`config.mk`:
```
export PLATFORM = sky130hd
export DESIGN_NAME = ipg_defer_timer
export DESIGN_NICKNAME = d
export VERILOG_FILES = /design/src/rtl/ipg_defer_pkg.sv /design/src/rtl/ipg_defer_count.sv /design/src/rtl/ipg_defer_ctrl.sv /design/src/rtl/ipg_defer_timer.sv
export SDC_FILE = /design/constraint.sdc
export NUM_CORES = 1
export LEC_CHECK = 0
export BUFFER_PORTS_ARGS = -buffer_cell sky130_fd_sc_hd__buf_4
export CORE_AREA = 2 2 39 41
export DETAILED_ROUTE_END_ITERATION = 7
export DIE_AREA = 0 0 41 43
export HOLD_SLACK_MARGIN = 0.08
export PLACE_DENSITY = 0.6
export SYNTH_ARGS = -nofsm -noshare
export SYNTH_HDL_FRONTEND = slang
export SYNTH_SLANG_ARGS = --single-unit
```
`constraint.sdc`:
```
create_clock -name clk -period 2.8 [get_ports clk]
set_input_delay 0.56 -clock clk [delete_from_list [all_inputs] [get_ports clk]]
set_output_delay 0.56 -clock clk [all_outputs]
set_load 0.02 [all_outputs]
```
`src/rtl/ipg_defer_pkg.sv`:
```
package ipg_defer_pkg;

  typedef enum logic [1:0] {
    PH_BUSY   = 2'b00,
    PH_FIRST  = 2'b01,
    PH_SECOND = 2'b10,
    PH_OPEN   = 2'b11
  } gapPhase_e;

  typedef struct packed {
    logic clr;
    logic inc;
  } cntStrobe_t;

endpackage

```
`src/rtl/ipg_defer_count.sv`:
```
module ipg_defer_count #(
  parameter int FIRST_TICKS = 64,
  parameter int GAP_TICKS   = 96,
  parameter int CNT_W       = $clog2(GAP_TICKS + 1)
) (
  input  logic                      clk,
  input  logic                      rstN,
  input  ipg_defer_pkg::cntStrobe_t strobe,
  output logic [CNT_W-1:0]          gapCount,
  output logic                      firstLast,
  output logic                      gapLast
);

  localparam logic [CNT_W-1:0] FIRST_END = CNT_W'(FIRST_TICKS - 1);
  localparam logic [CNT_W-1:0] GAP_END   = CNT_W'(GAP_TICKS - 1);

  always_ff @(posedge clk or negedge rstN) begin
    if (!rstN) begin
      gapCount <= '0;
    end else if (strobe.clr) begin
      gapCount <= '0;
    end else if (strobe.inc) begin
      gapCount <= gapCount + 1'b1;
    end
  end

  assign firstLast = (gapCount == FIRST_END);
  assign gapLast   = (gapCount == GAP_END);

endmodule

```
`src/rtl/ipg_defer_ctrl.sv`:
```
module ipg_defer_ctrl
  import ipg_defer_pkg::*;
(
  input  logic       clk,
  input  logic       rstN,
  input  logic       carrierSense,
  input  logic       bitTick,
  input  logic       firstLast,
  input  logic       gapLast,
  output cntStrobe_t strobe,
  output gapPhase_e  phaseState
);

  gapPhase_e phaseNext;

  always_comb begin
    phaseNext = phaseState;
    strobe    = '0;
    unique case (phaseState)
      PH_BUSY: begin
        strobe.clr = 1'b1;
        if (!carrierSense) phaseNext = PH_FIRST;
      end
      PH_FIRST: begin
        if (carrierSense) begin
          phaseNext = PH_BUSY;
        end else if (bitTick) begin
          strobe.inc = 1'b1;
          if (firstLast) phaseNext = PH_SECOND;
        end
      end
      PH_SECOND: begin
        if (bitTick) begin
          strobe.inc = 1'b1;
          if (gapLast) phaseNext = PH_OPEN;
        end
      end
      PH_OPEN: begin
        if (carrierSense) phaseNext = PH_BUSY;
      end
      default: phaseNext = PH_FIRST;
    endcase
  end

  always_ff @(posedge clk or negedge rstN) begin
    if (!rstN) phaseState <= PH_FIRST;
    else       phaseState <= phaseNext;
  end

endmodule

```
`src/rtl/ipg_defer_timer.sv`:
```
module ipg_defer_timer #(
  parameter int FIRST_TICKS = 64,
  parameter int GAP_TICKS   = 96
) (
  input  logic       clk,
  input  logic       rstN,
  input  logic       carrierSense,
  input  logic       bitTick,
  output logic       txPermit,
  output logic [1:0] gapPhase
);
  import ipg_defer_pkg::*;

  localparam int CNT_W = $clog2(GAP_TICKS + 1);

  generate
    if (FIRST_TICKS < 1 || FIRST_TICKS >= GAP_TICKS) begin : g_badCfg
      $error("FIRST_TICKS must be at least 1 and below GAP_TICKS");
    end
  endgenerate

  cntStrobe_t       strobe;
  gapPhase_e        phaseState;
  logic [CNT_W-1:0] gapCount;
  logic             firstLast;
  logic             gapLast;

  ipg_defer_ctrl u_ctrl (
    .clk         (clk),
    .rstN        (rstN),
    .carrierSense(carrierSense),
    .bitTick     (bitTick),
    .firstLast   (firstLast),
    .gapLast     (gapLast),
    .strobe      (strobe),
    .phaseState  (phaseState)
  );

  ipg_defer_count #(
    .FIRST_TICKS(FIRST_TICKS),
    .GAP_TICKS  (GAP_TICKS),
    .CNT_W      (CNT_W)
  ) u_count (
    .clk      (clk),
    .rstN     (rstN),
    .strobe   (strobe),
    .gapCount (gapCount),
    .firstLast(firstLast),
    .gapLast  (gapLast)
  );

  assign gapPhase = phaseState;
  assign txPermit = (phaseState == PH_OPEN);

endmodule

```
---- Word-level counts from Yosys, hierarchy flattened ----
Index checks and enable logic that the tools add are counted.
cells by class
  add/sub/neg operators ................... 1
  equality and inequality tests ........... 11
  multiplexer cells ....................... 14
  reduce and logical (&&, ||, !) cells .... 3
operators by type and width
  cell                 number
  $mux 2               7
  $mux 7               2
  $ne 2x2->1 const B   4
  $pmux 2 s4           1
  $add 7x1->7 const B  1
  $eq 7x6->1 const B   1
  $eq 7x7->1 const B   1
  $ne 3x3->1 const B   2
  $reduce_and 6->1     1
  $eq 2x2->1 const B   2
  $mux 1               3
  $eq 2x1->1 const B   1
  $logic_not 2->1      1
  $pmux 1 s2           1
  $reduce_bool 2->1    1
storage, ports and cells
  register bits ........................... 9
  word-level logic and storage cells ...... 31

---- Logic depth before layout (Yosys ltp) ----
Gate-level depths: netlist of run 1.
  word-level depth ........................ 5
  mapped depth ............................ 6
  depth with buffers taken out ............ 6

---- Hierarchy ----
A second synthesis of run 1 with hierarchy kept.
unflattened totals
  cell total of the unflattened synthesis .. 57
  area, all modules ....................... 614.3 um^2
by module, submodules not included
  module           instances  cells each  area an instance (um^2)
  ipg_defer_count  1          35          372.9
  ipg_defer_ctrl   1          21          235.2
  ipg_defer_timer  1          1           6.3

---- Worst setup path before layout of run 1 ----
Ideal clock, no wire load.
  path type ............................... register -> register
  start ................................... reg u_ctrl.phaseState[0]
  end ..................................... reg (tool-made name)
  library setup time ...................... 0.128 ns
  arrival ................................. 1.685 ns
  required time ........................... 2.672 ns
  setup slack ............................. 0.987 ns
  stages on the path, launching flop included .. 7
  path through ............................ dfstp_2 -> inv_1 -> ha_1 -> clkbuf_1 -> mux2i_1 -> nand4_1 -> mux2_1
RTL lines
  element                 line                  source
  from (decl)             ipg_defer_ctrl.sv:11  output gapPhase_e phaseState
  from (signal assigned)  ipg_defer_ctrl.sv:47  else phaseState <= phaseNext;

==> impl_metrics.tcl, run 1 <==
set metrics [dict create \
    critPathKind "flop to flop" \
    fin_setup_tns_ps 0 \
    cp_max_fo 9 \
    clockRootBuffer "clkbuf_4" \
    power_density_mw_per_mm2 751 \
    ys_ff_latch 9 \
    antenna_found_initial 0 \
    place_congestion 0.715 \
    fin_cells 78 \
    synth_cell_types 25 \
    clk_pin_slew_worst_paths_ps 70 \
    htreeDepth 1 \
    final_common_cell "dfrtp_1" \
    cts.sinks 9 \
    numCtsBuffers 3 \
    design.core.area_mm2 0.00138 \
    drtIter0Drc 10 \
    dpl.cell_count 74 \
    vias 425 \
    start_kind "flop" \
    tightest_slew_ps 351 \
    p_int_uw 290 \
    rows 14 \
    fin_util_pct 46.0 \
    yosys_warnings 0 \
    power_frac_comb_pct 41.9 \
    grt_pass1_wl_um 1700 \
    die-height_um 43 \
    worstSkewPairLatency_ps 260 \
    seqPwrFrac_pct 37.1 \
    end_kind "flop" \
    max_freq_mhz 544 \
    cts_tree "yes" \
    grt_pass1_vias 397 \
    cts_setup_buffers 0 \
    mostFrequentLayoutCells "dfrtp_1 (8), nor2_1 (6), buf_4 (6)" \
    ctsLongestPathBuffers 2 \
    area_growth_pct 15.9 \
    finalClockSkew_ps 9.42 \
    viasPerCell 5.45 \
    syn-num-nets 62 \
    rsz0062_at_grt "false" \
    p_clk_share_pct 21.1 \
    grt_usage_pct 14.9 \
    setup_violations 0 \
    synth_seq_area_share_pct 41.2 \
    layout_min_cycle_time_ps 1840 \
    netlist_area_um2 549 \
    layout.nets 72 \
    antenna-diode-count 0 \
    wirelength_um 997 \
    switching_share_pct 39.3 \
    overflow 0 \
    register_area_um2 226 \
    port_buffers 6 \
    dieArea_mm2 0.00176 \
    timing.slew.headroom_pct 76.4 \
    drive_gt1_share_pct 24.2 \
    min_path_type "input pin to async pin" \
    reg2reg_slack_ps 960 \
    timing_hold_violations_final 0 \
    die_w_um 41 \
    wl_per_cell_um 12.8 \
    outcome "finished, final reports clean" \
    avgSynthCellArea_um2 10.4 \
    nFillCells 132 \
    ant_nets 0 \
    ir_drop_mv 0.371 \
    ios 7 \
    drv_slew 0 \
    cts_resized 0 \
    drc 0 \
    crit_required_ps 2940 \
    p_leak_nw 0.309 \
    first_pass_iters 4 \
    switching_power_uw 188 \
    critPathArrivalTime_ps 1970 \
    dp_hpwl_um 737 \
    ctsHoldBuffers 0 \
    multi_input_area_um2 312 \
    grt_max_degree 10 \
    synthCells 53 \
    cap_violations 0 \
    start_util_pct 39.7 \
    post-route-period-util_pct 65.6 \
]
-- per-layer routing --
layer | vias up | routed length [um] | track usage [%]
li1 | 211 | - | -
met1 | 201 | 502 | 19.1
met2 | 11 | 415 | 20.6
met3 | 2 | 64 | 7.85
met4 | 0 | 15 | 6.00
met5 | - | 0 | 0
-- critical path: stages, from the launching register on --
cell	delay (ps)
dfstp_2	580
inv_1	70
ha_1	310
mux2i_1	270
nand4_1	150
mux2_1	330
-- Yosys cell counts (all sizes together) --
master | count | area [um2]
nand4 | 3 | 25.0
or3 | 2 | 12.5
o21ai | 3 | 15.0
ha | 5 | 62.6
inv | 2 | 7.51
mux2i | 2 | 20.0
o31ai | 2 | 20.0
nor2b | 1 | 8.76
o211ai | 2 | 20.0
and3 | 1 | 6.26
mux2 | 1 | 11.3
a21oi | 2 | 10.0
a31oi | 2 | 12.5
nor2 | 6 | 22.5
nand2 | 2 | 7.51
clkbuf | 1 | 3.75
and2 | 2 | 13.8
dfstp | 1 | 26.3
o2111ai | 1 | 8.76
dfrtp | 8 | 200
xor2 | 4 | 35.0
-- path summary, 6_finish.rpt --
path / start / to / depth (start not counted)
setup / recovery: u_ctrl.phaseState[0] / flop / 5
hold / removal: rstN / u_count.gapCount[2] / 1
setup reg to reg: u_ctrl.phaseState[0] / flop / 5
hold reg to reg: u_count.gapCount[1] / u_count.gapCount[1] / 2
max in group asynchronous: rstN / u_ctrl.phaseState[0] / 1
min in group clk: u_count.gapCount[1] / u_count.gapCount[1] / 2
-- stage by stage --
step / power, mW / hold slack (ps) / instance area (um2) / setup WS, ps
2_1_floorplan: 0.319 / 264 / 549 / 987
3_3_place_gp: 0.380 / 390 / 611 / 982
3_5_place_dp: 0.382 / 390 / 611 / 970
4_1_cts: 0.485 / 105 / 637 / 956
5_1_grt: 0.522 / 104 / 637 / 821
6_report: 0.478 / 104 / 637 / 963
-- cells by family (layout without fill, tap and decap cells) --
family                     Yosys count  after routing  share of synthesized area (%)
buffers and inverters                3             12                           2.05
xor gates and xnor gates             4              4                           6.38
and+or+nand+nor                     17             17                           17.5
muxes                                3              3                           5.69
adders and majority gates            5              5                           11.4
DFF                                  9              9                           41.2
AOI/OAI and AO/OA                   12             12                           15.7
-- area by class of cell --
type                       instances  share of cell area (%)
clock buffer                       4                    4.13
inverter                           2                    1.18
multi-input combinational         41                    48.9
sequential                         9                    35.6
tap                               16                    3.14
timing repair buffer               6                    7.07
-- power groups by stage --
stage	sequential, mW	clock, mW	combinational, mW
finish	0.177	0.101	0.200
global route	0.179	0.113	0.230
CTS	0.176	0.105	0.205
detailed placement	0.179	0	0.203
global placement	0.177	0	0.203
floorplan	0.190	0	0.128
(Power assumes the default switching activity.)
==> run 2: changes to the inputs <==
==> constraint.sdc (replaced) <==
create_clock -name clk -period 1.9 [get_ports clk]
set_input_delay 0.38 -clock clk [delete_from_list [all_inputs] [get_ports clk]]
set_output_delay 0.38 -clock clk [all_outputs]
set_load 0.02 [all_outputs]
==> run 2 against run 1 <==
Global-route usage grew 1.3 points. Combinational power grew 73%. Sequential cell count unchanged. Worst setup slack worse by 890 ps. Sequential power up 46%. Hold slack better by 370 ps. Register-to-register slack worse by 890 ps. Non-clock buffer count increased by 3. Final cell count is 3.8% higher. First-iteration DRC count is 30% lower. Design area grew 4.3%. Total power increased by 56%.
==> impl_metrics.tcl, run 2 (same netlist as run 1, synthesis figures left out) <==
set metrics [dict create \
    outcome "finished, final reports clean" \
    met3_usage_pct 4.71 \
    wl_per_cell_um 13.5 \
    ant_nets 0 \
    drv_slew 0 \
    htreeDepth 1 \
    layout.nets 75 \
    dieArea_mm2 0.00176 \
    mostFrequentLayoutCells "dfrtp_1 (8), buf_4 (8), nor2_1 (6)" \
    antenna_found_initial 0 \
    p_leak_nw 0.325 \
    timing.slew.headroom_pct 77.0 \
    power_density_mw_per_mm2 1120 \
    cts_tree "yes" \
    drc 0 \
    ctsLongestPathBuffers 2 \
    die-height_um 43 \
    antenna-diode-count 0 \
    viasPerCell 5.06 \
    crit_chain "inv_1 > ha_1 > and2_4 > o211ai_2 > or3_1 > a21oi_1" \
    end_kind "flop" \
    fin_util_pct 48.0 \
    post-route-period-util_pct 96.1 \
    startpoint "u_ctrl.phaseState[0]" \
    groute.layer.met2.usage_pct 23.8 \
    ir_drop_mv 0.508 \
    setup_violations 0 \
    port_buffers 6 \
    dp_hpwl_um 824 \
    rows 14 \
    die_w_um 41 \
    fin_cells 81 \
    grt_max_degree 10 \
    vias 410 \
    rsz0062_at_grt "false" \
    clk_pin_slew_worst_paths_ps 60 \
    timing_hold_violations_final 0 \
    critPathArrivalTime_ps 2000 \
    dpl.cell_count 75 \
    p_total_uw 747 \
    numCtsBuffers 3 \
    cap_violations 0 \
    ios 7 \
    max_stage_delay_ps 570 \
    drtIter0Drc 7 \
    max_freq_mhz 548 \
    clockRootBuffer "clkbuf_4" \
    tightest_slew_ps 341 \
    grt_pass1_vias 429 \
    area_growth_pct 21.0 \
    fin_setup_tns_ps 0 \
    finalClockSkew_ps 1.54 \
    worstSkewPairLatency_ps 250 \
    wirelength_um 1100 \
    overflow 0 \
    critPathKind "flop to flop" \
    first_pass_iters 4 \
    grt-busiest-layer "met2" \
    grt_pass1_wl_um 1880 \
    cts.sinks 9 \
    crit_required_ps 2070 \
    start_kind "flop" \
    drive_gt1_share_pct 27.7 \
    regToRegStartpoint "u_ctrl.phaseState[0]" \
    design.core.area_mm2 0.00138 \
    grt_usage_pct 16.3 \
    crit_slowest_cell "dfstp_2" \
    place_congestion 0.780 \
    grtUsageMet1_pct 21.1 \
    start_util_pct 39.7 \
    layout_min_cycle_time_ps 1830 \
    min_path_type "input pin to async pin" \
    cp_max_fo 5 \
]
==> run 2: layer usage <==
metal,wire length (um),up-vias,share of wire [%]
met5,0,-,0
met4,5,0,0.46
met3,54,2,4.9
met2,521,10,47
met1,516,183,47
li1,-,215,-
==> run 2: worst paths after layout <==
check / depth (start not counted) / slack (ps) / endpoint
min in group clk: 4 / 480 / u_ctrl.phaseState[0]
hold / removal: 2 / 480 / u_count.gapCount[2]
setup reg to reg: 6 / 70 / u_count.gapCount[6]
setup / recovery: 6 / 70 / u_count.gapCount[6]
hold reg to reg: 2 / 560 / u_count.gapCount[1]
max in group asynchronous: 2 / 1200 / u_ctrl.phaseState[0]
==> run 2: report_power, final <==
group	internal (mW)	switching, mW	leakage (nW)
registers	0.227	0.0307	0.121
clock network	0.0807	0.0625	0.0150
logic	0.154	0.192	0.189
==> run 2: final cells by class <==
cell class,instances,area (um2)
Multi-Input combinational cell,41,314
Tap cell,16,20.0
Inverter,2,7.51
Timing Repair Buffer,9,70.1
Sequential cell,9,226
Fill cell,134,719
Clock buffer,4,26.3
==> run 2: timing repair <==
action,in CTS,in global routing
setup buffers,0,1
hold endpoints to repair,8,0
gates cloned,0,0
setup endpoints to repair,1,1
resized for setup,1,0
pin swaps,0,0
hold buffers,1,0
==> run 2: worst max-delay path, delay by kind of cell, from the launching register on <==
kind | cells | cell delay, ps
simple gates | 2 | 520
buf+inv | 1 | 70
flops | 1 | 570
fa+ha+maj | 1 | 270
compound gates | 2 | 310
==> run 2: per-stage QoR <==
step	instance area (um2)	worst slack (ps)	hold slack, ps
after global routing	664	7.90	486
after detailed placement	618	7.40	209
after floorplan	549	87.2	84.4
after CTS	657	54.8	470
final	664	74.5	476
after global placement	618	84.8	210
